--- src/rtl/tmr_pkg.sv ---
package tmr_pkg;

    localparam int TMR_CNT_W = 8;
    localparam int TMR_PSC_W = 7;

    typedef enum logic [1:0] {
        CLR_NONE    = 2'b00,
        CLR_MATCH_A = 2'b01,
        CLR_MATCH_B = 2'b10,
        CLR_TRIG    = 2'b11
    } clr_sel_e;

    typedef enum logic [2:0] {
        ADR_CTRL_A = 3'd0,
        ADR_CTRL_B = 3'd1,
        ADR_CMP_A  = 3'd2,
        ADR_CMP_B  = 3'd3,
        ADR_COUNT  = 3'd4,
        ADR_FLAG   = 3'd5
    } addr_e;

    typedef struct packed {
        clr_sel_e   clr;
        logic [2:0] src;
        logic       ext;
    } ctrl_t;

    // Edge selection for the synchronizer: bit0 rising, bit1 falling
    typedef logic [1:0] edge_sel_t;

    localparam edge_sel_t EDGE_RISE = 2'b01;

    // Prescaler tap index for a source code low pair and extra select bit.
    // Tap k falls every 2^(k+1) clocks, so 4 -> tap 1, 128 -> tap 6.
    function automatic int tap_index(input logic [1:0] code, input logic ext);
        return 2 * int'(code) - 1 + int'(ext);
    endfunction

endpackage

--- src/rtl/tmr_prescaler.sv ---
module tmr_prescaler #(
    parameter int PSC_W = 7
) (
    input  logic             clk,
    input  logic             rst,
    output logic [PSC_W-1:0] psc_o
);
    logic [PSC_W-1:0] psc_q;

    always_ff @(posedge clk) begin
        if (rst) psc_q <= '0;
        else     psc_q <= psc_q + 1'b1;
    end

    assign psc_o = psc_q;
endmodule

--- src/rtl/tmr_edge_sync.sv ---
module tmr_edge_sync #(
    parameter int STAGES = 2
) (
    input  logic                clk,
    input  logic                rst,
    input  logic                pin_i,
    input  tmr_pkg::edge_sel_t  sel_i,
    output logic                edge_o
);
    localparam int SH_W = STAGES + 1;

    logic [SH_W-1:0] sh_q;
    logic            now_lvl, old_lvl;

    always_ff @(posedge clk) begin
        if (rst) sh_q <= '0;
        else     sh_q <= {sh_q[SH_W-2:0], pin_i};
    end

    assign now_lvl = sh_q[STAGES-1];
    assign old_lvl = sh_q[STAGES];
    assign edge_o  = (sel_i[0] & now_lvl & ~old_lvl)
                   | (sel_i[1] & ~now_lvl & old_lvl);
endmodule

--- src/rtl/tmr_src_sel.sv ---
module tmr_src_sel
    import tmr_pkg::*;
#(
    parameter int PSC_W = 7
) (
    input  logic [2:0]       src_i,
    input  logic             ext_i,
    input  logic [PSC_W-1:0] psc_i,
    input  logic             ext_edge_i,
    output logic             cnt_en_o
);
    int   idx;
    logic tap_fall;

    always_comb begin
        idx      = tap_index(src_i[1:0], ext_i);
        tap_fall = 1'b1;
        for (int i = 0; i < PSC_W; i++) begin
            if (i <= idx) tap_fall = tap_fall & psc_i[i];
        end
    end

    always_comb begin
        if (src_i[1:0] == 2'b00) cnt_en_o = 1'b0;
        else if (src_i[2])       cnt_en_o = ext_edge_i;
        else                     cnt_en_o = tap_fall;
    end
endmodule

--- src/rtl/tmr_counter.sv ---
module tmr_counter #(
    parameter int CNT_W = 8
) (
    input  logic             clk,
    input  logic             rst,
    input  logic             wr_cnt_i,
    input  logic [CNT_W-1:0] wr_val_i,
    input  logic             clr_i,
    input  logic             en_i,
    output logic [CNT_W-1:0] count_o
);
    logic [CNT_W-1:0] cnt_q;

    always_ff @(posedge clk) begin
        if (rst)           cnt_q <= '0;
        else if (wr_cnt_i) cnt_q <= wr_val_i;
        else if (clr_i)    cnt_q <= '0;
        else if (en_i)     cnt_q <= cnt_q + 1'b1;
    end

    assign count_o = cnt_q;
endmodule

--- src/rtl/count_timer.sv ---
module count_timer
    import tmr_pkg::*;
#(
    parameter int CNT_W       = TMR_CNT_W,
    parameter int PSC_W       = TMR_PSC_W,
    parameter int SYNC_STAGES = 2
) (
    input  logic             clk,
    input  logic             rst,
    input  logic             wr_en,
    input  logic [2:0]       wr_addr,
    input  logic [CNT_W-1:0] wr_data,
    input  logic             ext_clk_i,
    input  logic             ext_trig_i,
    output logic [CNT_W-1:0] count_o,
    output logic             flag_a_o,
    output logic             flag_b_o
);
    localparam int PINS = 2;

    ctrl_t            ctrl_q;
    logic [CNT_W-1:0] cmp_a_q, cmp_b_q, count_q;
    logic [PSC_W-1:0] psc;
    logic [PINS-1:0]  pin_raw, pin_edge;
    edge_sel_t        pin_sel [PINS];
    logic             cnt_en, clr_hit, wr_cnt;
    logic             match_a, match_b, flag_a_clr, flag_b_clr;
    logic             flag_a_q, flag_b_q;

    // register write port
    always_ff @(posedge clk) begin
        if (rst) begin
            ctrl_q  <= '{clr: CLR_NONE, src: 3'b000, ext: 1'b0};
            cmp_a_q <= '1;
            cmp_b_q <= '1;
        end else if (wr_en) begin
            case (addr_e'(wr_addr))
                ADR_CTRL_A: begin
                    ctrl_q.clr <= clr_sel_e'(wr_data[4:3]);
                    ctrl_q.src <= wr_data[2:0];
                end
                ADR_CTRL_B: ctrl_q.ext <= wr_data[0];
                ADR_CMP_A:  cmp_a_q    <= wr_data;
                ADR_CMP_B:  cmp_b_q    <= wr_data;
                default: ;
            endcase
        end
    end

    assign wr_cnt     = wr_en && (wr_addr == ADR_COUNT);
    assign flag_a_clr = wr_en && (wr_addr == ADR_FLAG) && wr_data[0];
    assign flag_b_clr = wr_en && (wr_addr == ADR_FLAG) && wr_data[1];

    tmr_prescaler #(.PSC_W(PSC_W)) u_psc (
        .clk   (clk),
        .rst   (rst),
        .psc_o (psc)
    );

    // pin 0: external count clock, pin 1: clear trigger
    assign pin_raw    = {ext_trig_i, ext_clk_i};
    assign pin_sel[0] = edge_sel_t'(ctrl_q.src[1:0]);
    assign pin_sel[1] = EDGE_RISE;

    for (genvar g = 0; g < PINS; g++) begin : g_pin
        tmr_edge_sync #(.STAGES(SYNC_STAGES)) u_sync (
            .clk    (clk),
            .rst    (rst),
            .pin_i  (pin_raw[g]),
            .sel_i  (pin_sel[g]),
            .edge_o (pin_edge[g])
        );
    end

    tmr_src_sel #(.PSC_W(PSC_W)) u_src (
        .src_i      (ctrl_q.src),
        .ext_i      (ctrl_q.ext),
        .psc_i      (psc),
        .ext_edge_i (pin_edge[0]),
        .cnt_en_o   (cnt_en)
    );

    assign match_a = (count_q == cmp_a_q);
    assign match_b = (count_q == cmp_b_q);

    always_comb begin
        case (ctrl_q.clr)
            CLR_MATCH_A: clr_hit = match_a;
            CLR_MATCH_B: clr_hit = match_b;
            CLR_TRIG:    clr_hit = pin_edge[1];
            default:     clr_hit = 1'b0;
        endcase
    end

    tmr_counter #(.CNT_W(CNT_W)) u_cnt (
        .clk      (clk),
        .rst      (rst),
        .wr_cnt_i (wr_cnt),
        .wr_val_i (wr_data),
        .clr_i    (clr_hit),
        .en_i     (cnt_en),
        .count_o  (count_q)
    );

    // sticky flags, a match in the same cycle beats a software clear
    always_ff @(posedge clk) begin
        if (rst) begin
            flag_a_q <= 1'b0;
            flag_b_q <= 1'b0;
        end else begin
            flag_a_q <= match_a | (flag_a_q & ~flag_a_clr);
            flag_b_q <= match_b | (flag_b_q & ~flag_b_clr);
        end
    end

    assign count_o  = count_q;
    assign flag_a_o = flag_a_q;
    assign flag_b_o = flag_b_q;
endmodule

--- config.mk ---
export PLATFORM = sky130hd
export DESIGN_NAME = count_timer
export DESIGN_NICKNAME = d
export VERILOG_FILES = /design/src/rtl/tmr_pkg.sv /design/src/rtl/tmr_prescaler.sv /design/src/rtl/tmr_edge_sync.sv /design/src/rtl/tmr_src_sel.sv /design/src/rtl/tmr_counter.sv /design/src/rtl/count_timer.sv
export SDC_FILE = /design/constraint.sdc
export NUM_CORES = 1
export LEC_CHECK = 0
export BUFFER_PORTS_ARGS = -buffer_cell sky130_fd_sc_hd__clkbuf_2
export CAP_MARGIN = 20
export CORE_MARGIN = 8
export CORE_UTILIZATION = 30
export CTS_CLUSTER_DIAMETER = 80
export DETAILED_ROUTE_END_ITERATION = 6
export GPL_TIMING_DRIVEN = 0
export HOLD_SLACK_MARGIN = 0.08
export PLACE_DENSITY = 0.48
export SKIP_CTS_REPAIR_TIMING = 1
export SLEW_MARGIN = 15
export SYNTH_ARGS = -nofsm -noshare
export SYNTH_HDL_FRONTEND = slang
export SYNTH_SLANG_ARGS = --single-unit
--- constraint.sdc ---
create_clock -name clk -period 3.3 [get_ports clk]
set_clock_uncertainty 0.05 [all_clocks]
set_input_delay 0.66 -clock clk [delete_from_list [all_inputs] [get_ports clk]]
set_output_delay 0.66 -clock clk [all_outputs]
set_load 0.02 [all_outputs]
* Word-level counts from Yosys, hierarchy flattened
Cells that the tools add are included.
Storage, ports and cells: flip-flop bits (word level) 45, bits of input ports 16, output and inout port bits 10, logic and storage cells 77
Operators by class: $add $sub $neg 4, $lt $le $gt $ge 7, equal/unequal tests 10, mux-type cells 13, bitwise logic cells 21, reduce and logical (&&, ||, !) cells 11
Operator list (count):
- 4-bit by 32-bit less-or-equal comparator with 1-bit output, first input constant | 3
- 3-bit by 32-bit less-or-equal comparator with 1-bit output, first input constant | 2
- 32-bit by 2-bit adder with 32-bit output | 1
- 1-bit by 32-bit less-or-equal comparator with 1-bit output, first input constant | 1
- 2-bit by 32-bit less-or-equal comparator with 1-bit output, first input constant | 1
- 8-bit 2-to-1 mux | 3
- 8-bit == test | 2
- 1-bit AND | 13
- 1-bit 2-to-1 mux | 9
- 8-bit by 1-bit adder with 8-bit output, second input constant | 1
- 2-bit AND reduction | 4
- 7-bit by 1-bit adder with 7-bit output, second input constant | 1
- 3-bit by 2-bit == test with 1-bit output, second input constant | 2
- 3-bit == test, second input constant | 2
- 1-bit NOT | 5
- 2-bit == test, second input constant | 2
- 1-bit logical AND | 4
- 3-bit by 1-bit subtractor with 4-bit output, second input constant | 1
- 3-bit by 1-bit == test with 1-bit output, second input constant | 1
- 3-bit logical NOT | 1
- 1-bit OR | 3
- 1-bit one-hot mux with 3 select lines | 1
- 3-bit nonzero test | 1
- 2-bit by 1-bit == test with 1-bit output, second input constant | 1
- 2-bit logical NOT | 1

* Longest topological paths before layout
Gate-level depths: netlist (run 1).
depth after elaboration 21, depth in mapped cells 11, depth with buffers taken out 10

* By module
A second synthesis (run 1) with hierarchy kept.
Unflattened totals: cells, all modules 275, area, all modules 2501.1 um^2
By module, submodules not included:
- count_timer | instances 1, cells each 119, area each 1143.6 um^2
- tmr_counter | instances 1, cells each 64, area each 526.8 um^2
- tmr_src_sel | instances 1, cells each 45, area each 360.3 um^2
- tmr_prescaler | instances 1, cells each 29, area each 275.3 um^2
- tmr_edge_sync | instances 2, cells each 9, area each 97.6 um^2

* Worst setup path after synthesis (run 1)
OpenSTA, ideal clock, no wires.
path kind register -> register, from reg ctrl_q[1] (netlist bit), to reg u_cnt.cnt_q[5], in the netlist u_cnt.count_o[5], setup time 0.086 ns, arrival 2.490 ns, setup slack 0.674 ns, stages on the path, launching flop included 11, buffers on the path 1, period minus slack after synthesis 2.626 ns, cells stage by stage dfxtp_1 -> inv_1 -> ha_1 -> ha_1 -> and4bb_2 -> nand4_1 -> and3_4 -> o41ai_4 -> buf_6 -> o2bb2ai_2 -> a221oi_2
On the way: longest elaborated chain between the ends 19, elaborated cells between the ends (all ways) 29, those cells by class add/sub (2); order compare (7); mux (9); bitwise (9); reduce/logical (2)
RTL lines:
- start, declared | line count_timer.sv:21 | ctrl_t ctrl_q;
- start signal, assigned | line count_timer.sv:33 | ctrl_q <= '{clr: CLR_NONE, src: 3'b000, ext: 1'b0};
- 3-bit by 1-bit subtractor with 4-bit output | line tmr_pkg.sv:36 | return 2 * int'(code) - 1 + int'(ext);
- 32-bit by 2-bit adder with 32-bit output | line tmr_pkg.sv:36
- 1-bit by 32-bit less-or-equal comparator with 1-bit output | line tmr_src_sel.sv:19 | if (i <= idx) tap_fall = tap_fall & psc_i[i];
- 1-bit 2-to-1 mux | line tmr_src_sel.sv:19
- 1-bit AND | line tmr_src_sel.sv:19
- 1-bit 2-to-1 mux | line tmr_src_sel.sv:19
- 1-bit AND | line tmr_src_sel.sv:19
- 1-bit 2-to-1 mux | line tmr_src_sel.sv:19
- (+3 left out)
- 1-bit 2-to-1 mux | line tmr_src_sel.sv:19
- 1-bit AND | line tmr_src_sel.sv:19
- 1-bit 2-to-1 mux | line tmr_src_sel.sv:19
- 1-bit AND | line tmr_src_sel.sv:19
- 1-bit 2-to-1 mux | line tmr_src_sel.sv:19
- 1-bit 2-to-1 mux | line tmr_src_sel.sv:25 | else if (src_i[2]) cnt_en_o = ext_edge_i;
- 1-bit 2-to-1 mux * | line tmr_src_sel.sv:24 | if (src_i[1:0] == 2'b00) cnt_en_o = 1'b0;
- 3-bit nonzero test (no source line) *
- end signal, assigned | line tmr_counter.sv:16 | else if (wr_cnt_i) cnt_q <= wr_val_i;
- end signal, assigned | line tmr_counter.sv:18 | else if (en_i) cnt_q <= cnt_q + 1'b1;
- end, declared | line tmr_counter.sv:12 | logic [CNT_W-1:0] cnt_q;
Every way passes the cells marked *; elsewhere a longest branch is shown, timed or not. A chain may end at the register's enable or synchronous reset.

* Worst setup path after layout (run 1)
Ends and elaborated chain as after synthesis.

==> results of run 1 <==
[area by class of cell]
| cell class | instances | area, µm² |
|---|---|---|
| well taps | 105 | 131 |
| inverters | 7 | 26.3 |
| clock buffers | 6 | 72.6 |
| clock inverters | 2 | 15.0 |
| fillers | 880 | 5270 |
| repair buffers | 25 | 130 |
| flip-flops and latches | 45 | 901 |
| plain buffers | 13 | 60.1 |
| multi-input cells | 219 | 1450 |
[worst paths after layout]
path                             end  depth (start not counted)
max                 u_cnt.count_o[5]                         11
min          g_pin[0].u_sync.sh_q[1]                          1
max reg2reg         u_cnt.count_o[5]                         11
min reg2reg  g_pin[0].u_sync.sh_q[1]                          1
[metrics by stage]
stage	setup slack [ns]	hold WS, ns
after detailed placement	0.269	0.381
after global routing	0.0510	0.420
after global placement	0.303	0.368
final	0.268	0.395
after CTS	0.244	0.403
after floorplan	0.674	0.364
[kinds of logic (layout without fill, tap and decap cells)]
logic type,Yosys count,in the layout
compound gates,40,40
xor+xnor,21,21
fa+ha+maj,13,13
buf+inv,20,53
flops,45,45
mux,6,6
simple gates,139,139
[registers in the layout, summed over array words and instances (netlist names)]
name and cells:
cmp_a_q 8, g_pin.u_sync.sh_q 6, ctrl_q 6, u_cnt.count_o 8, cmp_b_q 8, flag_a_o 1, flag_b_o 1, u_psc.psc_o 7
[placed cells by master (no fill, tap or decap), types with 6 or more instances in the layout]
cell type   n
nand2_1    52
nand3b_1   18
clkbuf_1   10
ha_1       13
dfxtp_1    45
nor2_1     24
inv_1       7
clkbuf_2   23
nor3_1      6
a21oi_1    11
mux2i_1     6
and3_1      7
xnor2_1    17
nor2b_1     9
[worst max-delay path: cells and delay by family, from the launching register on]
family,cells,cell delay [ns]
compound gates,4,1.13
fa+ha+maj,2,0.54
buf+inv,2,0.40
flops,1,0.36
simple gates,3,0.47
[routing by layer]
metal / vias up / GRT usage
met5: - / 0
met4: 0 / 0.0392
met3: 7 / 0.0236
met2: 34 / 0.167
met1: 941 / 0.152
li1: 1048 / -
[power by group through the flow]
| stage | sequential, mW | clock [mW] | combinational [mW] |
|---|---|---|---|
| finish | 0.575 | 0.347 | 0.110 |
| global placement | 0.588 | 0 | 0.109 |
| CTS | 0.575 | 0.363 | 0.110 |
| global route | 0.578 | 0.382 | 0.125 |
| floorplan | 0.586 | 0 | 0.0727 |
| detailed placement | 0.588 | 0 | 0.110 |
==> out/metrics.sh, run 1 <==
FINAL_DESIGN_UTILIZATION=0.346
MAX-VDD-IR-DROP_uV=171
PLACE.GP.CONGESTION=0.787
SYNTH.AREA.MUX_SHARE=0.0247
WORSTHOLDSTART='g_pin[0].u_sync.sh_q[0]'
GRT.TOTAL_USAGE=0.111
MAX_FCLK_GHz=0.330
FINALWORSTPATHREQUIREDPERIOD_NS=3.03
YOSYS.CELL_COUNT.TOP_TYPE='nand2_1'
FINAL_LAYOUT_SIZE_SUFFIX_GT1_FRAC=0.158
WORST-PATH-MAX-FANOUT=10
ROUTEDLENGTHMET1_MM=3.06
POWER.LEAKAGE_nW=1.12
CLKPWRFRAC=0.336
GRT_PASS1_WL_MM=9.99
NETSWITCHINGFRACTION=0.267
ANTENNA_LEFT=0
FRACTION_OF_THE_MAPPED_NETLIST_AREA_IN_COMPOUND_GATES=0.131
HOLD_VIOL=0
HIGHEST-SIGNAL-LAYER='met4'
CTS.CLK_SLEW.WORST_PATHS_NS=0.09
YS_DOMINANT_REG_CELL='dfxtp_1'
NUM_ANTENNA_CELLS=0
DESIGN_AREA_MM2=0.00278
GRT_PASS1_VIAS=1975
SETUP.REG_TO_REG.WORST_SLACK_NS=0.27
ROWS=33
SYNTH.TOP_CELLS.BY_AREA='dfxtp_1, nand2_1, ha_1'
CLK-INSERTION-DELAY-LATE_NS=0.30
GRT-OVFL-TOTAL=0
COUNT_OF_BOUNDARY_I_O_PINS=26
GRT_SETUP_UNREPAIRED='no'
DIEHEIGHT_UM=106
SYNTH_WARNINGS=0
SHARE_SEQ_OF_TOTAL_POWER=0.557
SWITCHING_POWER_uW=275
NET_COUNT_REPORTED_AT_FINISH=345
WORST_PIN_SLEW_NS=0.976
MAX_CAP_VIOLATIONS=0
HPWLAFTERDP_MM=4.51
PLACED_CELLS=412
INTERNAL-POWER_uW=757
HOLD_PATH.CLASS='flop to flop'
FINALSETUPVIOLCOUNT=0
DRTPASS1ITERATIONS=5
POST_SYNTHESIS_SHARE_OF_CELL_AREA_SPENT_ON_FULL_ADDERS_HALF_ADDERS_AND_MAJORITY_GATES=0.0668
PLACEMENT.CELL_AREA_MM2=0.00268
NUMBER_OF_INSTANCES_IN_THE_SYNTHESIZED_NETLIST=284
WL_PER_CELL_UM=14.2
CLOCK_TREE_FROM_TRITONCTS='yes'
SIMPLE_GATE_FRACTION_OF_SYNTH_AREA=0.293
MET2ROUTEDLENGTH_MM=2.68
YOSYSUNIQUECELLTYPES=46
SYNTH_EDF_COUNT=0
TRITONCTS.NUM_BUFFERS=5
CRIT_PATH_TOP_DELAY_CELL='o41ai_4'
WORST_SETUP_PATH_STARTPOINT='ctrl_q[1]'
RELSLEWSLACK=0.344
CLKSINKCOUNT=45
POWER_mW=1.03
SYNTH.TOP_CELL.AREA_SHARE=0.370
DRC=0
TOTALNEGATIVESETUPSLACK_NS=0
SYNTH_XOR_XNOR_AREA_SHARE=0.0786
WORSTPATHREQUIRED_NS=3.46
FINAL_MIN_PERIOD_OVER_CLOCK_PERIOD=0.919
DETAILED_ROUTE_WIRELENGTH_ON_METAL3_UM=170
CP-END-KIND='flop'
GRT_MAX_DEGREE=15
REGTOREGSTARTPOINT='ctrl_q[1]'
AVGSYNTHCELLAREA_UM2=8.57
POSTROUTEWIRELENGTH_MM=6.00
GRT_ANTENNA_BEFORE_REPAIR=0
TIMING_WORST_SETUP_PATH_TYPE='flop to flop'
DIE_WIDTH_UM=106
FINAL_MAX_SLEW_VIOL_COUNT=0
INITIAL_CORE_UTIL=0.302
MAPPEDNETLISTNETS=313
CP_SLOWEST_STAGE_DELAY_NS=0.48
CLOCKBUFFERDEPTH=2
IO_BUFFER_COUNT=23
MEAN_NUMBER_OF_VIAS_PER_CELL=4.81
POWER.COMBINATIONAL.FRACTION=0.107
SYNTH_TOP_FAMILY_BY_AREA='simple AND/OR/NAND/NOR gates'
SYNTH_SEQUENTIAL_AREA_RATIO=0.370
AREA_DELTA_SYNTH_FINAL_PCT=14.3
OUTCOME='completed'
DESIGN.DIE.AREA_MM2=0.0113
POWER_PER_CELL_AREA_mW_PER_MM2=371
CORE_AREA_MM2=0.00805
CP_LAUNCH_TYPE='flop'
POST_SYNTH_MOST_FREQUENT_CELLS='nand2_1, dfxtp_1, nor2_1'
WORSTPATHARRIVAL_NS=3.19
FINALNONFILLERCELLS=422
HTREEDEPTH=2
CTSROOTBUFFERMASTER='clkbuf_8'
SYNTHARSTFLOPSHARE=0
CRIT_PATH_CELL_TRACE='inv_1 > ha_1 > nand2_1 > ha_1 > and4bb_2 > nand2_1 > o31a_1 > o41ai_4 > buf_6 > o2bb2ai_2 > a221oi_2'
POSTSYNTHREGISTERBITS=45
SYNTHESIS.AREA_MM2=0.00243
SYNTH_TOP_CELL_BY_AREA='dfxtp_1'
VIAS=2030
DETAILEDROUTE.FIRSTITERATIONVIOLATIONS=68
Note: power is estimated with default switching activity, not from simulation.
==> inputs of run 2 (changes only) <==
--- a/config.mk
+++ b/config.mk
@@ -8,12 +8,12 @@
 export BUFFER_PORTS_ARGS = -buffer_cell sky130_fd_sc_hd__clkbuf_2
 export CAP_MARGIN = 20
 export CORE_MARGIN = 8
-export CORE_UTILIZATION = 30
+export CORE_UTILIZATION = 58
 export CTS_CLUSTER_DIAMETER = 80
 export DETAILED_ROUTE_END_ITERATION = 6
 export GPL_TIMING_DRIVEN = 0
 export HOLD_SLACK_MARGIN = 0.08
-export PLACE_DENSITY = 0.48
+export PLACE_DENSITY = 0.81
 export SKIP_CTS_REPAIR_TIMING = 1
 export SLEW_MARGIN = 15
 export SYNTH_ARGS = -nofsm -noshare
==> constraint.sdc (replaced) <==
create_clock -name clk -period 3.37 [get_ports clk]
set_clock_uncertainty 0.05 [all_clocks]
set_input_delay 0.674 -clock clk [delete_from_list [all_inputs] [get_ports clk]]
set_output_delay 0.674 -clock clk [all_outputs]
set_load 0.02 [all_outputs]
==> run 2 against run 1 <==
Against the previous run:
- worst setup slack improved by 0.049 ns
- combinational power decreased by 4%
- non-clock buffer count down 2
- utilization rose by 33 points
- highest routed layer unchanged
==> out/metrics.sh, run 2 (same netlist as run 1, synthesis figures left out) <==
OUTCOME='completed'
WORSTPATHARRIVAL_NS=3.21  # +0.02 ns
LAYOUT_SETUP_WS_NS=0.318  # +0.0495 ns
WORSTPATHREQUIRED_NS=3.52  # +0.06 ns
CP_LAUNCH_TYPE='flop'
CP_SLOWEST_STAGE_DELAY_NS=0.58  # +0.10 ns
RELSLEWSLACK=0.373  # +0.0286
TRITONCTS.NUM_BUFFERS=5  # unchanged
FINALWORSTPATHREQUIREDPERIOD_NS=3.05  # +0.0205 ns
CORE_AREA_MM2=0.00403  # -50%
GRT_ANTENNA_BEFORE_REPAIR=0  # unchanged
DESIGN_AREA_MM2=0.00272  # -2.2%
CTS.CLK_SLEW.WORST_PATHS_NS=0.09  # about the same
FINAL_MIN_PERIOD_OVER_CLOCK_PERIOD=0.906  # -0.0130
DRC=0  # unchanged
HPWLAFTERDP_MM=4.10  # -9.1%
CLOCKBUFFERDEPTH=2  # unchanged
PLACEMENT.CELL_AREA_MM2=0.00261  # -2.6%
FINALHOLDWORSTSLACK_NS=0.392  # -0.00286 ns
NET_COUNT_REPORTED_AT_FINISH=343  # -0.58%
FINAL_LAYOUT_SIZE_SUFFIX_GT1_FRAC=0.152  # -0.00535
AREA_DELTA_SYNTH_FINAL_PCT=11.9
IO_BUFFER_COUNT=23  # unchanged
GRT_PASS1_VIAS=2008  # +1.7%
MEAN_NUMBER_OF_VIAS_PER_CELL=5.73  # +19%
FINAL_MAX_SLEW_VIOL_COUNT=0  # unchanged
MAX-VDD-IR-DROP_uV=312  # +83%
FINAL_DESIGN_UTILIZATION=0.676  # +0.330
DESIGN.DIE.AREA_MM2=0.00653  # -42%
CTSROOTBUFFERMASTER='clkbuf_8'
CRIT_PATH_TOP_DELAY_CELL='o41ai_4'
HTREEDEPTH=2  # unchanged
VIAS=2092  # +3.1%
CLKSINKCOUNT=45  # unchanged
FINALSETUPVIOLCOUNT=0  # unchanged
GRT_PASS1_WL_MM=9.14  # -8.6%
ANTENNA_LEFT=0  # unchanged
PLACE.GP.CONGESTION=0.861  # +9.5%
GRT_MAX_DEGREE=15  # unchanged
POSTROUTEWIRELENGTH_MM=5.57  # -7.1%
TIMING_WORST_SETUP_PATH_TYPE='flop to flop'
DETAILEDROUTE.FIRSTITERATIONVIOLATIONS=129  # +90%
CLK-INSERTION-DELAY-LATE_NS=0.29  # about the same
GRT_SETUP_UNREPAIRED='no'
WORST_PATH_DOMINANT_CELL_FAMILY='compound AO/OA/AOI/OAI gates'
WORST-PATH-MAX-FANOUT=10  # unchanged
NUM_ANTENNA_CELLS=0  # unchanged
DP_WORST_SETUP_SLACK_NS=0.380  # +0.111 ns
POWER_PER_CELL_AREA_mW_PER_MM2=393  # +6.0%
HOLD_PATH.CLASS='flop to flop'
GRT-OVFL-TOTAL=0  # unchanged
INITIAL_CORE_UTIL=0.604  # +0.302
HOLD_VIOL=0  # unchanged
DIE_WIDTH_UM=80.8  # -24%
COUNT_OF_BOUNDARY_I_O_PINS=26  # unchanged
DRTPASS1ITERATIONS=4  # -1
GRT.TOTAL_USAGE=0.175  # +0.0646
WORST_PIN_SLEW_NS=0.934  # -0.0425 ns
MAX_CAP_VIOLATIONS=0  # unchanged
DIEHEIGHT_UM=80.8  # -24%
CLOCK_TREE_FROM_TRITONCTS='yes'
ROWS=23  # -30%
POWER.LEAKAGE_nW=1.13  # +0.64%
LAYOUT.CELLS.MOST_COMMON_LIST='nand2_1, dfxtp_1, nor2_1'
CP_NUM_BUF_INV=2  # unchanged
MAX_FCLK_GHz=0.328  # -0.67%
TOTALNEGATIVESETUPSLACK_NS=0  # unchanged
CP-END-KIND='flop'
WL_PER_CELL_UM=15.3  # +7.4%
CRITPATHMOSTFREQUENTCELL='ha_1'
FINAL_COMMON_CELL='nand2_1'
CRIT_PATH_CELL_TRACE='inv_1 > ha_1 > nand2_1 > ha_1 > and4bb_2 > nand4_1 > and3_4 > o41ai_4 > buf_6 > o2bb2ai_2 > a221oi_2'
[run 2: where the power goes]
group | total (mW) | internal, mW | leakage [nW] | switching [mW]
clock | 0.401 | 0.223 | 0.0554 | 0.178
sequential | 0.563 | 0.547 | 0.366 | 0.0158
combinational | 0.106 | 0.0463 | 0.709 | 0.0599
[run 2: routing by layer]
metal | vias to the layer above | global-route usage | part of all wire
li1 | 1039 | - | -
met1 | 979 | 0.214 | 0.44
met2 | 62 | 0.294 | 0.48
met3 | 12 | 0.0497 | 0.061
met4 | 0 | 0.0518 | 0.015
met5 | - | 0 | 0
[run 2: cell type report]
type / instances / area [µm²]
Multi-Input combinational cell: 219 / 1450
Fill cell: 340 / 1310
Sequential cell: 45 / 901
Timing Repair Buffer: 23 / 115
Clock buffer: 6 / 72.6
Tap cell: 50 / 62.6
Buffer: 13 / 60.1
Clock inverter: 2 / 38.8
Inverter: 7 / 26.3
[run 2: worst paths after layout]
path	startpoint	to	slack [ns]	depth (start not counted)
worst max-delay path	ctrl_q[1]	u_cnt.count_o[5]	0.32	11
worst min-delay path	g_pin[1].u_sync.sh_q[0]	g_pin[1].u_sync.sh_q[1]	0.39	1
worst max register to register	ctrl_q[1]	u_cnt.count_o[5]	0.32	11
worst min register to register	g_pin[1].u_sync.sh_q[0]	g_pin[1].u_sync.sh_q[1]	0.39	1
[run 2: metrics by stage]
| stage | power (mW) | cells |
|---|---|---|
| floorplan | 0.645 | 284 |
| global placement | 0.677 | 357 |
| detailed placement | 0.680 | 357 |
| CTS | 1.08 | 365 |
| global route | 1.11 | 365 |
| finish | 1.07 | 365 |
[run 2: worst reg2reg max path: stages, from the launching register on]
cell	delay, ns
dfxtp_1	0.34
inv_1	0.17
ha_1	0.35
nand2_1	0.10
ha_1	0.19
and4bb_2	0.29
nand4_1	0.11
and3_4	0.21
o41ai_4	0.58
buf_6	0.22
o2bb2ai_2	0.07
a221oi_2	0.27
==> inputs of run 3 (changes only) <==
--- a/config.mk
+++ b/config.mk
@@ -5,6 +5,7 @@
 export SDC_FILE = /design/constraint.sdc
 export NUM_CORES = 1
 export LEC_CHECK = 0
+export ABC_AREA = 1
 export BUFFER_PORTS_ARGS = -buffer_cell sky130_fd_sc_hd__clkbuf_2
 export CAP_MARGIN = 20
 export CORE_MARGIN = 8
==> run 3 against run 2 <==
Against the previous run:
- combinational power increased by 95%
- sequential share of layout area decreased by 1.3 points
- non-clock buffer count increased by 1
- critical path depth increased by 9
- worst setup slack improved by 0.32 ns
- synthesized area increased by 3.7%
- routed wire length increased by 1.8%
- critical path type unchanged
- largest power group unchanged
==> out/metrics.sh, run 3 <==
TRITONCTS.NUM_BUFFERS=5  # unchanged
WORSTREGTOREGCELLS=20  # +9
CLKSINKCOUNT=45  # unchanged
WORST_PIN_SLEW_NS=0.511  # -0.423 ns
NETSWITCHINGFRACTION=0.272  # +0.0352
FINAL_LAYOUT_SIZE_SUFFIX_GT1_FRAC=0.128  # -0.0239
IO_BUFFER_COUNT=25  # +8.7%
CLK-INSERTION-DELAY-LATE_NS=0.30  # about the same
ANTENNA_LEFT=0  # unchanged
WORSTPATHREQUIRED_NS=3.52  # about the same
SYNTHESIS.AREA_MM2=0.00252  # +3.7%
NUM_ANTENNA_CELLS=0  # unchanged
NET_COUNT_REPORTED_AT_FINISH=425  # +24%
HOLD_PATH_END='g_pin[0].u_sync.sh_q[1]'
DETAILEDROUTE.FIRSTITERATIONVIOLATIONS=146  # +13%
FINAL_MAX_SLEW_VIOL_COUNT=0  # unchanged
FINAL_DESIGN_UTILIZATION=0.664  # -0.0121
SYNTH.TOP_CELL.AREA_SHARE=0.357  # -0.0132
HPWLAFTERDP_MM=4.22  # +2.9%
AREA_DELTA_SYNTH_FINAL_PCT=12.1
SYNTH.TOP_CELLS.BY_AREA='dfxtp_1, nand2_1, inv_1'
DIE_WIDTH_UM=82.0  # +1.5%
CP-END-KIND='flop'
FINALSETUPVIOLCOUNT=0  # unchanged
CLOCK_TREE_FROM_TRITONCTS='yes'
SYNTH_SEQUENTIAL_AREA_RATIO=0.357  # -0.0132
DRC=0  # unchanged
AVGSYNTHCELLAREA_UM2=6.94  # -19%
SYNTH_TOP_CELL_BY_AREA='dfxtp_1'
GRT-OVFL-TOTAL=0  # unchanged
ROWS=24  # +4.3%
GRT_PASS1_WL_MM=9.66  # +5.7%
DRTPASS1ITERATIONS=5  # +1
SHARE_SEQ_OF_TOTAL_POWER=0.474  # -0.052
FINAL_MIN_PERIOD_OVER_CLOCK_PERIOD=0.811  # -0.0950
VIAS=2297  # +9.8%
CORE_AREA_MM2=0.00426  # +5.8%
INITIAL_CORE_UTIL=0.592  # -0.0122
CTSROOTBUFFERMASTER='clkbuf_8'
OUTCOME='completed'
FINALWORSTPATHREQUIREDPERIOD_NS=2.73  # -0.320 ns
POST_SYNTH_MOST_FREQUENT_CELLS='nand2_1, inv_1, dfxtp_1'
CP_LAUNCH_TYPE='flop'
PLACEMENT.CELL_AREA_MM2=0.00272  # +3.9%
SYNTH.AREA.MUX_SHARE=0  # -0.0247
MAPPEDNETLISTNETS=393  # +26%
MAX_FCLK_GHz=0.366  # +12%
DIEHEIGHT_UM=82.0  # +1.5%
REGTOREGSTARTPOINT='ctrl_q[1]'
DESIGN_AREA_MM2=0.00283  # +4.0%
YS_DOMINANT_REG_CELL='dfxtp_1'
CLKPWRFRAC=0.354  # -0.020
TIMING_WORST_SETUP_PATH_TYPE='flop to flop'
WORST-PATH-MAX-FANOUT=10  # unchanged
HOLD_PATH.CLASS='flop to flop'
GRT.TOTAL_USAGE=0.185  # +0.00909
POWER.COMBINATIONAL.FRACTION=0.172  # +0.073
SYNTH_WARNINGS=0  # unchanged
GRT_PASS1_VIAS=2144  # +6.8%
CTS.CLK_SLEW.WORST_PATHS_NS=0.08  # about the same
POSTROUTEWIRELENGTH_MM=5.67  # +1.8%
WHS_PATH_CELLS=2  # +1
POWER.LEAKAGE_nW=1.29  # +14%
PLACE.GP.CONGESTION=0.891  # +3.4%
HOLD_VIOL=0  # unchanged
TOTALNEGATIVESETUPSLACK_NS=0  # unchanged
CLOCKBUFFERDEPTH=2  # unchanged
WL_PER_CELL_UM=12.6  # -17%
GRT_ANTENNA_BEFORE_REPAIR=0  # unchanged
CRIT-REG2REG-CAPTURE='u_cnt.count_o[2]'
SYNTH_EDF_COUNT=0  # unchanged
MEAN_NUMBER_OF_VIAS_PER_CELL=5.12  # -11%
WORSTHOLDSTART='g_pin[0].u_sync.sh_q[0]'
SYNTHARSTFLOPSHARE=0  # unchanged
NUM-FILL-CELLS=380  # +12%
DESIGN.DIE.AREA_MM2=0.00672  # +3.0%
FINAL_COMMON_CELL='nand2_1'
NUMBER_OF_INSTANCES_IN_THE_SYNTHESIZED_NETLIST=364  # +28%
HTREEDEPTH=2  # unchanged
SIMPLE_GATE_FRACTION_OF_SYNTH_AREA=0.285  # -0.00849
POWER_PER_CELL_AREA_mW_PER_MM2=425  # +8.3%
GRT_SETUP_UNREPAIRED='no'
POSTSYNTHREGISTERBITS=45  # unchanged
WORSTPATHARRIVAL_NS=2.89  # -0.32 ns
PLACED_CELLS=441  # +24%
COUNT_OF_BOUNDARY_I_O_PINS=26  # unchanged
FINALNONFILLERCELLS=449  # +23%
POST_SYNTHESIS_SHARE_OF_CELL_AREA_SPENT_ON_FULL_ADDERS_HALF_ADDERS_AND_MAJORITY_GATES=0.0644  # -0.00238
MAX_CAP_VIOLATIONS=0  # unchanged
LAYOUT.CELLS.MOST_COMMON_LIST='nand2_1, inv_1, dfxtp_1'
SYNTH_XOR_XNOR_AREA_SHARE=0.0798  # +0.00116
GRT_MAX_DEGREE=14  # -1
SETUP.REG_TO_REG.WORST_SLACK_NS=0.64  # +0.32 ns
RELSLEWSLACK=0.660  # +0.287
INTERNAL-POWER_uW=876  # +7.4%
POWER_mW=1.20  # +13%
SWITCHING_POWER_uW=328  # +29%
YOSYSUNIQUECELLTYPES=31  # -33%
SYNTH_TOP_FAMILY_BY_AREA='simple AND/OR/NAND/NOR gates'
MAX-VDD-IR-DROP_uV=381  # +22%
FRACTION_OF_THE_MAPPED_NETLIST_AREA_IN_COMPOUND_GATES=0.111  # -0.0195
YOSYS.CELL_COUNT.TOP_TYPE='nand2_1'
-- run 3: how the worst max path moves through the flow --
stage,startpoint,to,slack [ns]
floorplan,ctrl_q[1],u_cnt.count_o[7],1.04
global placement,ctrl_q[1],u_cnt.count_o[2],0.76
detailed placement,ctrl_q[1],u_cnt.count_o[3],0.67
CTS,ctrl_q[1],u_cnt.count_o[2],0.64
global route,ctrl_q[1],u_cnt.count_o[2],0.43
finish,ctrl_q[1],u_cnt.count_o[2],0.64
-- run 3: final cells by class --
cell class              instances  area (µm²)  area share
multi-input cells             254        1370       0.482
flip-flops and latches         45         901       0.318
inverters                      53         199      0.0703
repair buffers                 25         125      0.0442
clock buffers                   7        86.3      0.0305
well taps                      52        65.1      0.0230
plain buffers                  12        60.1      0.0212
clock inverters                 1        30.0      0.0106
-- run 3: power by group through the flow --
stage	registers, mW	logic [mW]	clock network [mW]
floorplan	0.591	0.144	0
global placement	0.583	0.199	0
detailed placement	0.584	0.204	0
finish	0.571	0.207	0.426
CTS	0.571	0.207	0.427
global route	0.575	0.235	0.449
-- run 3: logic make-up (layout without fill, tap and decap cells) --
kind of cell             count (synthesis)  after routing
flip-flops                              45             45
adder cells (fa/ha/maj)                 13             13
XOR/XNOR                                23             23
buffers and inverters                   65             98
AND/OR/NAND/NOR                        169            169
AO/OA/AOI/OAI                           49             49
-- run 3: layer usage --
layer / vias up / GRT usage / part of all wire
met1: 1029 / 0.243 / 0.49
met5: - / 0 / 0
met3: 9 / 0.0372 / 0.045
met4: 0 / 0.0649 / 0.022
li1: 1206 / - / -
met2: 53 / 0.293 / 0.44
-- run 3: per-stage QoR --
step,hold WS [ns],worst slack [ns]
floorplan,0.338,1.04
global placement,0.343,0.755
detailed placement,0.342,0.671
CTS,0.353,0.640
global route,0.372,0.429
finish,0.353,0.638
-- run 3: worst max-delay path, cell delays in order, from the launching register on --
cell and delay (ns):
dfxtp_1 0.32, inv_1 0.23, ha_1 0.34, nand2_1 0.09
ha_1 0.33, nand3_2 0.12, nor2_4 0.18, nand3_1 0.09
nand2_1 0.07, nand2_1 0.06, nand2_1 0.05, nand2_1 0.04
inv_1 0.05, nand3_1 0.08, nand2_1 0.08, nand2_2 0.08
nand2_4 0.09, buf_6 0.14, nand2_1 0.05, nand2_1 0.05
nor2_1 0.04
